### config.mk
export PLATFORM = sky130hd
export DESIGN_NAME = cmd_spi_slave
export DESIGN_NICKNAME = d
export VERILOG_FILES = /design/src/rtl/cmd_spi_pkg.sv /design/src/rtl/cmd_spi_sync.sv /design/src/rtl/cmd_spi_shifter.sv /design/src/rtl/cmd_spi_regs.sv /design/src/rtl/cmd_spi_slave.sv
export SDC_FILE = /design/constraint.sdc
export NUM_CORES = 1
export LEC_CHECK = 0
export BUFFER_PORTS_ARGS = -buffer_cell sky130_fd_sc_hd__buf_2
export CAP_MARGIN = 20
export CORE_ASPECT_RATIO = 0.7
export CORE_MARGIN = 8
export CORE_UTILIZATION = 40
export CTS_BUF_LIST = sky130_fd_sc_hd__clkbuf_8
export CTS_CLUSTER_DIAMETER = 80
export CTS_CLUSTER_SIZE = 40
export DETAILED_ROUTE_END_ITERATION = 10
export PLACE_DENSITY = 0.62
export REMOVE_ABC_BUFFERS = 1
export SYNTH_ARGS = -nofsm -noshare
export SYNTH_HDL_FRONTEND = slang
export SYNTH_SLANG_ARGS = --single-unit
### constraint.sdc
create_clock -name clk -period 2.4 [get_ports clk]
set_input_delay 0.36 -clock clk [delete_from_list [all_inputs] [get_ports clk]]
set_output_delay 0.36 -clock clk [all_outputs]
set_load 0.01 [all_outputs]
### src/rtl/cmd_spi_pkg.sv
package cmd_spi_pkg;

    localparam int WORD_W = 24;
    localparam int CH_N   = 16;
    localparam int OP_W   = 6;
    localparam int OP_LSB = WORD_W - OP_W;

    typedef enum logic [OP_W-1:0] {
        OP_ONOFF  = 6'd0,
        OP_OLEN   = 6'd1,
        OP_GLOBAL = 6'd2,
        OP_FTRIP  = 6'd3,
        OP_PWMSEL = 6'd4,
        OP_PWMOR  = 6'd5,
        OP_SOFT   = 6'd6
    } opcode_e;

    typedef struct packed {
        logic [CH_N-1:0] out_on;
        logic [CH_N-1:0] ol_en;
        logic            thermal_retry;
        logic            ov_resume;
        logic [CH_N-1:0] fast_trip_off;
        logic [CH_N-1:0] pwm_sel;
        logic [CH_N-1:0] pwm_or;
    } cfg_t;

    function automatic cfg_t cfg_por();
        cfg_t c;
        c               = '0;
        c.fast_trip_off = '1;
        return c;
    endfunction

    function automatic logic [OP_W-1:0] op_field(input logic [WORD_W-1:0] w);
        return w[WORD_W-1:OP_LSB];
    endfunction

endpackage

### src/rtl/cmd_spi_sync.sv
module cmd_spi_sync #(
    parameter int           W       = 3,
    parameter int           STAGES  = 2,
    parameter logic [W-1:0] RST_VAL = '0
) (
    input  logic         clk,
    input  logic         rst,
    input  logic [W-1:0] din,
    output logic [W-1:0] dout
);
    logic [W-1:0] pipe [STAGES];

    for (genvar s = 0; s < STAGES; s++) begin : g_stage
        if (s == 0) begin : g_first
            always_ff @(posedge clk) begin
                if (rst) pipe[s] <= RST_VAL;
                else     pipe[s] <= din;
            end
        end else begin : g_next
            always_ff @(posedge clk) begin
                if (rst) pipe[s] <= RST_VAL;
                else     pipe[s] <= pipe[s-1];
            end
        end
    end

    assign dout = pipe[STAGES-1];
endmodule

### src/rtl/cmd_spi_shifter.sv
module cmd_spi_shifter
    import cmd_spi_pkg::*;
#(
    parameter int W = WORD_W
) (
    input  logic         clk,
    input  logic         rst,
    input  logic         pin_rst_n,
    input  logic         cs_act,
    input  logic         sck_s,
    input  logic         mosi_s,
    input  logic [W-1:0] status_in,
    output logic         so_q,
    output logic         commit,
    output logic [W-1:0] word
);
    localparam int CNT_W = $clog2(W);

    logic             cs_d, sck_d, seen;
    logic [W-1:0]     shift_q;
    logic [CNT_W-1:0] cnt;
    logic             cs_start, cs_end, sck_fall, sck_rise;

    assign cs_start = cs_act & ~cs_d;
    assign cs_end   = ~cs_act & cs_d;
    assign sck_fall = cs_act & sck_d & ~sck_s;
    assign sck_rise = cs_act & ~sck_d & sck_s;

    always_ff @(posedge clk) begin
        if (rst || !pin_rst_n) begin
            cs_d    <= 1'b0;
            sck_d   <= 1'b0;
            shift_q <= '0;
            cnt     <= '0;
            seen    <= 1'b0;
            so_q    <= 1'b0;
        end else begin
            cs_d  <= cs_act;
            sck_d <= sck_s;
            if (cs_start) begin
                shift_q <= status_in;
                so_q    <= status_in[W-1];
                cnt     <= '0;
                seen    <= 1'b0;
            end else begin
                if (sck_fall) begin
                    shift_q <= {shift_q[W-2:0], mosi_s};
                    cnt     <= (cnt == CNT_W'(W-1)) ? '0 : cnt + 1'b1;
                    seen    <= 1'b1;
                end
                if (sck_rise) so_q <= shift_q[W-1];
            end
        end
    end

    assign commit = cs_end && (cnt == '0) && seen;
    assign word   = shift_q;

    a_r8_status_msb: assert property (@(posedge clk) disable iff (rst || !pin_rst_n)
        cs_start |=> so_q == $past(status_in[W-1]));

    a_r10_idle_frozen: assert property (@(posedge clk) disable iff (rst || !pin_rst_n)
        !cs_act |=> $stable(shift_q));
endmodule

### src/rtl/cmd_spi_regs.sv
module cmd_spi_regs
    import cmd_spi_pkg::*;
(
    input  logic              clk,
    input  logic              rst,
    input  logic              pin_rst_n,
    input  logic              commit,
    input  logic [WORD_W-1:0] word,
    output cfg_t              cfg_q
);
    logic [CH_N-1:0] data;
    logic [OP_W-1:0] op;

    assign data = word[CH_N-1:0];
    assign op   = op_field(word);

    always_ff @(posedge clk) begin
        if (rst || !pin_rst_n) begin
            cfg_q <= cfg_por();
        end else if (commit) begin
            case (op)
                OP_ONOFF:  cfg_q.out_on        <= data;
                OP_OLEN:   cfg_q.ol_en         <= data;
                OP_GLOBAL: begin
                    cfg_q.thermal_retry <= word[17];
                    cfg_q.ov_resume     <= word[16];
                end
                OP_FTRIP:  cfg_q.fast_trip_off <= data;
                OP_PWMSEL: cfg_q.pwm_sel       <= data;
                OP_PWMOR:  cfg_q.pwm_or        <= data;
                OP_SOFT: begin
                    cfg_q.out_on        <= '0;
                    cfg_q.fast_trip_off <= '1;
                    cfg_q.pwm_sel       <= '0;
                    cfg_q.pwm_or        <= '0;
                end
                default: ;
            endcase
        end
    end

    a_r1_por_values: assert property (@(posedge clk)
        rst |=> (cfg_q.fast_trip_off == '1 && cfg_q.out_on == '0 && cfg_q.pwm_sel == '0));

    a_r2_hold_without_commit: assert property (@(posedge clk) disable iff (rst || !pin_rst_n)
        !commit |=> $stable(cfg_q));

    a_r4_global_bits: assert property (@(posedge clk) disable iff (rst || !pin_rst_n)
        (commit && op == OP_GLOBAL) |=> (cfg_q.thermal_retry == $past(word[17])
                                         && $stable(cfg_q.out_on)));

    a_r5_soft_subset: assert property (@(posedge clk) disable iff (rst || !pin_rst_n)
        (commit && op == OP_SOFT) |=> (cfg_q.fast_trip_off == '1 && cfg_q.out_on == '0
                                       && $stable(cfg_q.ol_en) && $stable(cfg_q.ov_resume)));

    a_r6_reserved_ignored: assert property (@(posedge clk) disable iff (rst || !pin_rst_n)
        (commit && op > OP_W'(6)) |=> $stable(cfg_q));

    a_r11_pin_clear: assert property (@(posedge clk) disable iff (rst)
        !pin_rst_n |=> (cfg_q.ol_en == '0 && cfg_q.fast_trip_off == '1 && !cfg_q.thermal_retry));
endmodule

### src/rtl/cmd_spi_slave.sv
module cmd_spi_slave
    import cmd_spi_pkg::*;
#(
    parameter int SYNC_STAGES = 2
) (
    input  logic              clk,
    input  logic              rst,
    input  logic              pin_rst_n,
    input  logic              cs_n,
    input  logic              sck,
    input  logic              mosi,
    output logic              miso,
    output logic              miso_en,
    input  logic [WORD_W-1:0] status_in,
    output logic [CH_N-1:0]   out_on,
    output logic [CH_N-1:0]   ol_en,
    output logic              thermal_retry,
    output logic              ov_resume,
    output logic [CH_N-1:0]   fast_trip_off,
    output logic [CH_N-1:0]   pwm_sel,
    output logic [CH_N-1:0]   pwm_or
);
    logic [2:0]        pins_s;
    logic              cs_act, commit;
    logic [WORD_W-1:0] word;
    cfg_t              cfg_q;

    cmd_spi_sync #(.W(3), .STAGES(SYNC_STAGES), .RST_VAL(3'b100)) u_sync (
        .clk  (clk),
        .rst  (rst),
        .din  ({cs_n, sck, mosi}),
        .dout (pins_s)
    );

    assign cs_act = ~pins_s[2];

    cmd_spi_shifter #(.W(WORD_W)) u_shift (
        .clk       (clk),
        .rst       (rst),
        .pin_rst_n (pin_rst_n),
        .cs_act    (cs_act),
        .sck_s     (pins_s[1]),
        .mosi_s    (pins_s[0]),
        .status_in (status_in),
        .so_q      (miso),
        .commit    (commit),
        .word      (word)
    );

    cmd_spi_regs u_regs (
        .clk       (clk),
        .rst       (rst),
        .pin_rst_n (pin_rst_n),
        .commit    (commit),
        .word      (word),
        .cfg_q     (cfg_q)
    );

    assign miso_en       = cs_act;
    assign out_on        = cfg_q.out_on;
    assign ol_en         = cfg_q.ol_en;
    assign thermal_retry = cfg_q.thermal_retry;
    assign ov_resume     = cfg_q.ov_resume;
    assign fast_trip_off = cfg_q.fast_trip_off;
    assign pwm_sel       = cfg_q.pwm_sel;
    assign pwm_or        = cfg_q.pwm_or;
endmodule

==> metrics <==
status completed; Multi-input gate area 2032 µm²; design area 5861 µm²; cts bufs inserted 17; Post-CTS Setup Inserts 0; routed vias 4141; cell count after synthesis 506; DR WL/cell 17.50 µm; vias in the first global route 4145; Die ar. 15510 µm²; R2R cell count 6; CTS resizes 0; CP startpoint kind flop; largest family of logic cells by synthesized area simple AND/OR/NAND/NOR gates; cell count after placement 747; PortBufs 113; Peak VDD IR 374.6 µV; Req. time, crit path 2.70 ns; CORE AREA 11560 µm²; Area growth syn-to-layout 24.91%; CTS Buffer Depth 2; fmax 0.4640 GHz; first-pass GRT wire length 21.77 mm; Avg Cell Area, Syn 9.273 µm²; hold_ws 0.1085 ns; Worst Setup End Kind flop; worst slew pin tran 0.7612 ns; Synth Cell Area 4692 µm²; EDFF count, synth 0; I/O pin cnt 114; Power Density 755.2 nW/µm²; fraction of registers with async set/reset 0%; DRC viols 0; count of final setup violators 0; Yosys cell types 44; min Tclk post-route 2.155 ns; Synth Area in Simple Gates 20.53%; ANT cells 0; die height 106.6 µm; post-route core utilization 50.69%; Hold Buf Count CTS 0; clk sinks 121; Synth Area in XOR/XNOR 0.7467%; Slew headroom 49.25%; DR pass1 iterations 5; initial cell density of the core 40.58%; largest net degree at the start of global routing 114; fin cells 779; filler cell count 1095; dpl hpwl 9.443 mm; post-synthesis adder-cell area fraction 0.5333%; ys flop type dfxtp_1; final slew viol count 0; share of layout cells above drive strength 1 28.30%; GPL Wtd Cong 0.8130; RSZ-0062 raised after global routing no; Tot GR Track Use 17.56%; Clock Skew 0.01159 ns; worst skew pair latency 0.43 ns; Final Hold Fails 0; Yosys warnings 0; CTS tree done; Synth Area in Compound Gates 13.25%; Vias/cell 5.316; clk slew on worst S/H paths 0.07 ns; Antenna Nets Post-Route 0; Worst EP arrival 2.46 ns; crit path kind reg -> reg; Die X 145.5 µm; initial antenna violation count 0; DP Area 5360 µm²; FF+latch count, synth 121; Root Buffer clkbuf_8; post-route clock period utilization 89.79%; Reg area 2422 µm²; DR iter-0 viols 290; H-tree depth 4; Routed WL 13.63 mm; mux cell area share after synthesis 7.680%; Final #Nets 641; most frequent cells in the layout 121 x dfxtp_1, 113 x buf_2, 60 x nand2_1; CP max FO 16; HP Class in -> reg; Seq/Total Area, Yosys 51.63%; total gr overflow 0; row count 33; number of stages on the worst hold path 2; max_cap viols 0; leakage power 2.429 nW; most common cell after layout, fill and taps aside dfxtp_1
## kinds of logic (layout without fill, tap and decap cells)
group,after synthesis,in the layout
AND/OR/NAND/NOR,189,189
flip-flops,121,121
AO/OA/AOI/OAI,105,105
buffers and inverters,49,165
multiplexers,36,36
XOR/XNOR,4,4
adder cells (fa/ha/maj),2,2
## layer usage
metal,vias up,global-route usage [%],share of wire (%)
li1,2019,-,-
met1,1952,23.64,49
met2,164,26.13,43
met3,6,6.437,8.2
met4,0,4.663,0.37
met5,-,0,0
## state kept, by name, indices dropped and copies added (netlist names)
name,flops
u_shift.seen,1
u_shift.cnt,5
u_sync.pipe,6
u_shift.cs_d,1
u_shift.sck_d,1
u_shift.so_q,1
u_shift.word,24
u_regs.cfg_q,82
## critical path, cell delays in order (launching register included)
cell and delay, ns:
dfxtp_1 0.34, inv_1 0.08, ha_1 0.14, nand4b_1 0.21, or2_4 0.34, or4_4 0.72, mux2i_1 0.19
## power breakdown
group	switching, mW	internal, mW	total, mW
combinational	0.0733	0.0397	0.113
clock	0.818	1.47	2.28
sequential	0.0105	2.02	2.03
total	0.902	3.52	4.43
## Yosys cell counts, types with 2 or more instances
master	count	area share [%]
nor3_1	4	0.43
a221o_1	7	1.5
xor2_1	3	0.56
a21oi_1	20	2.1
buf_2	5	0.53
inv_1	5	0.40
and3_1	5	0.67
nor2b_1	5	0.67
buf_1	4	0.32
and2_1	2	0.27
or2_2	3	0.40
ha_1	2	0.53
o21ai_0	59	6.3
buf_6	7	1.7
o211ai_1	6	0.96
nor4_1	17	2.3
nand3_1	58	6.2
nor2_1	15	1.2
dfxtp_1	121	52
nand2_1	60	4.8
o221ai_1	3	0.56
mux2i_1	36	7.7
a32oi_1	8	1.5
nand2b_1	3	0.40
or4_4	2	0.48
or4_2	2	0.37
nand4b_1	2	0.37
clkbuf_1	26	2.1
## area by class of cell
type                    instances  share of cell area (%)
well taps                     157                   3.352
flip-flops and latches        121                   41.33
inverters                       5                  0.3202
multi-input cells             336                   34.67
clock buffers                  18                   4.227
clock inverters                14                   4.313
repair buffers                128                   11.78
## metrics by stage
step	setup WS, ns	setup TNS (ns)	power, mW
after floorplan	-3.343	-334.58	2.125
after global placement	0.3428	0	2.186
after detailed placement	0.2597	0	2.188
after CTS	0.2449	0	4.454
after global routing	0.1704	0	4.565
final	0.2449	0	4.426
## final timing paths
check / to / startpoint / slack [ns]
max: u_regs.cfg_q[8] / u_shift.cnt[0] / 0.24
min: u_sync.pipe[0][2] / cs_n / 0.11
max reg2reg: u_regs.cfg_q[8] / u_shift.cnt[0] / 0.24
min reg2reg: u_sync.pipe[1][2] / u_sync.pipe[0][2] / 0.43
No activity file was read; power rests on OpenSTA's default activity.
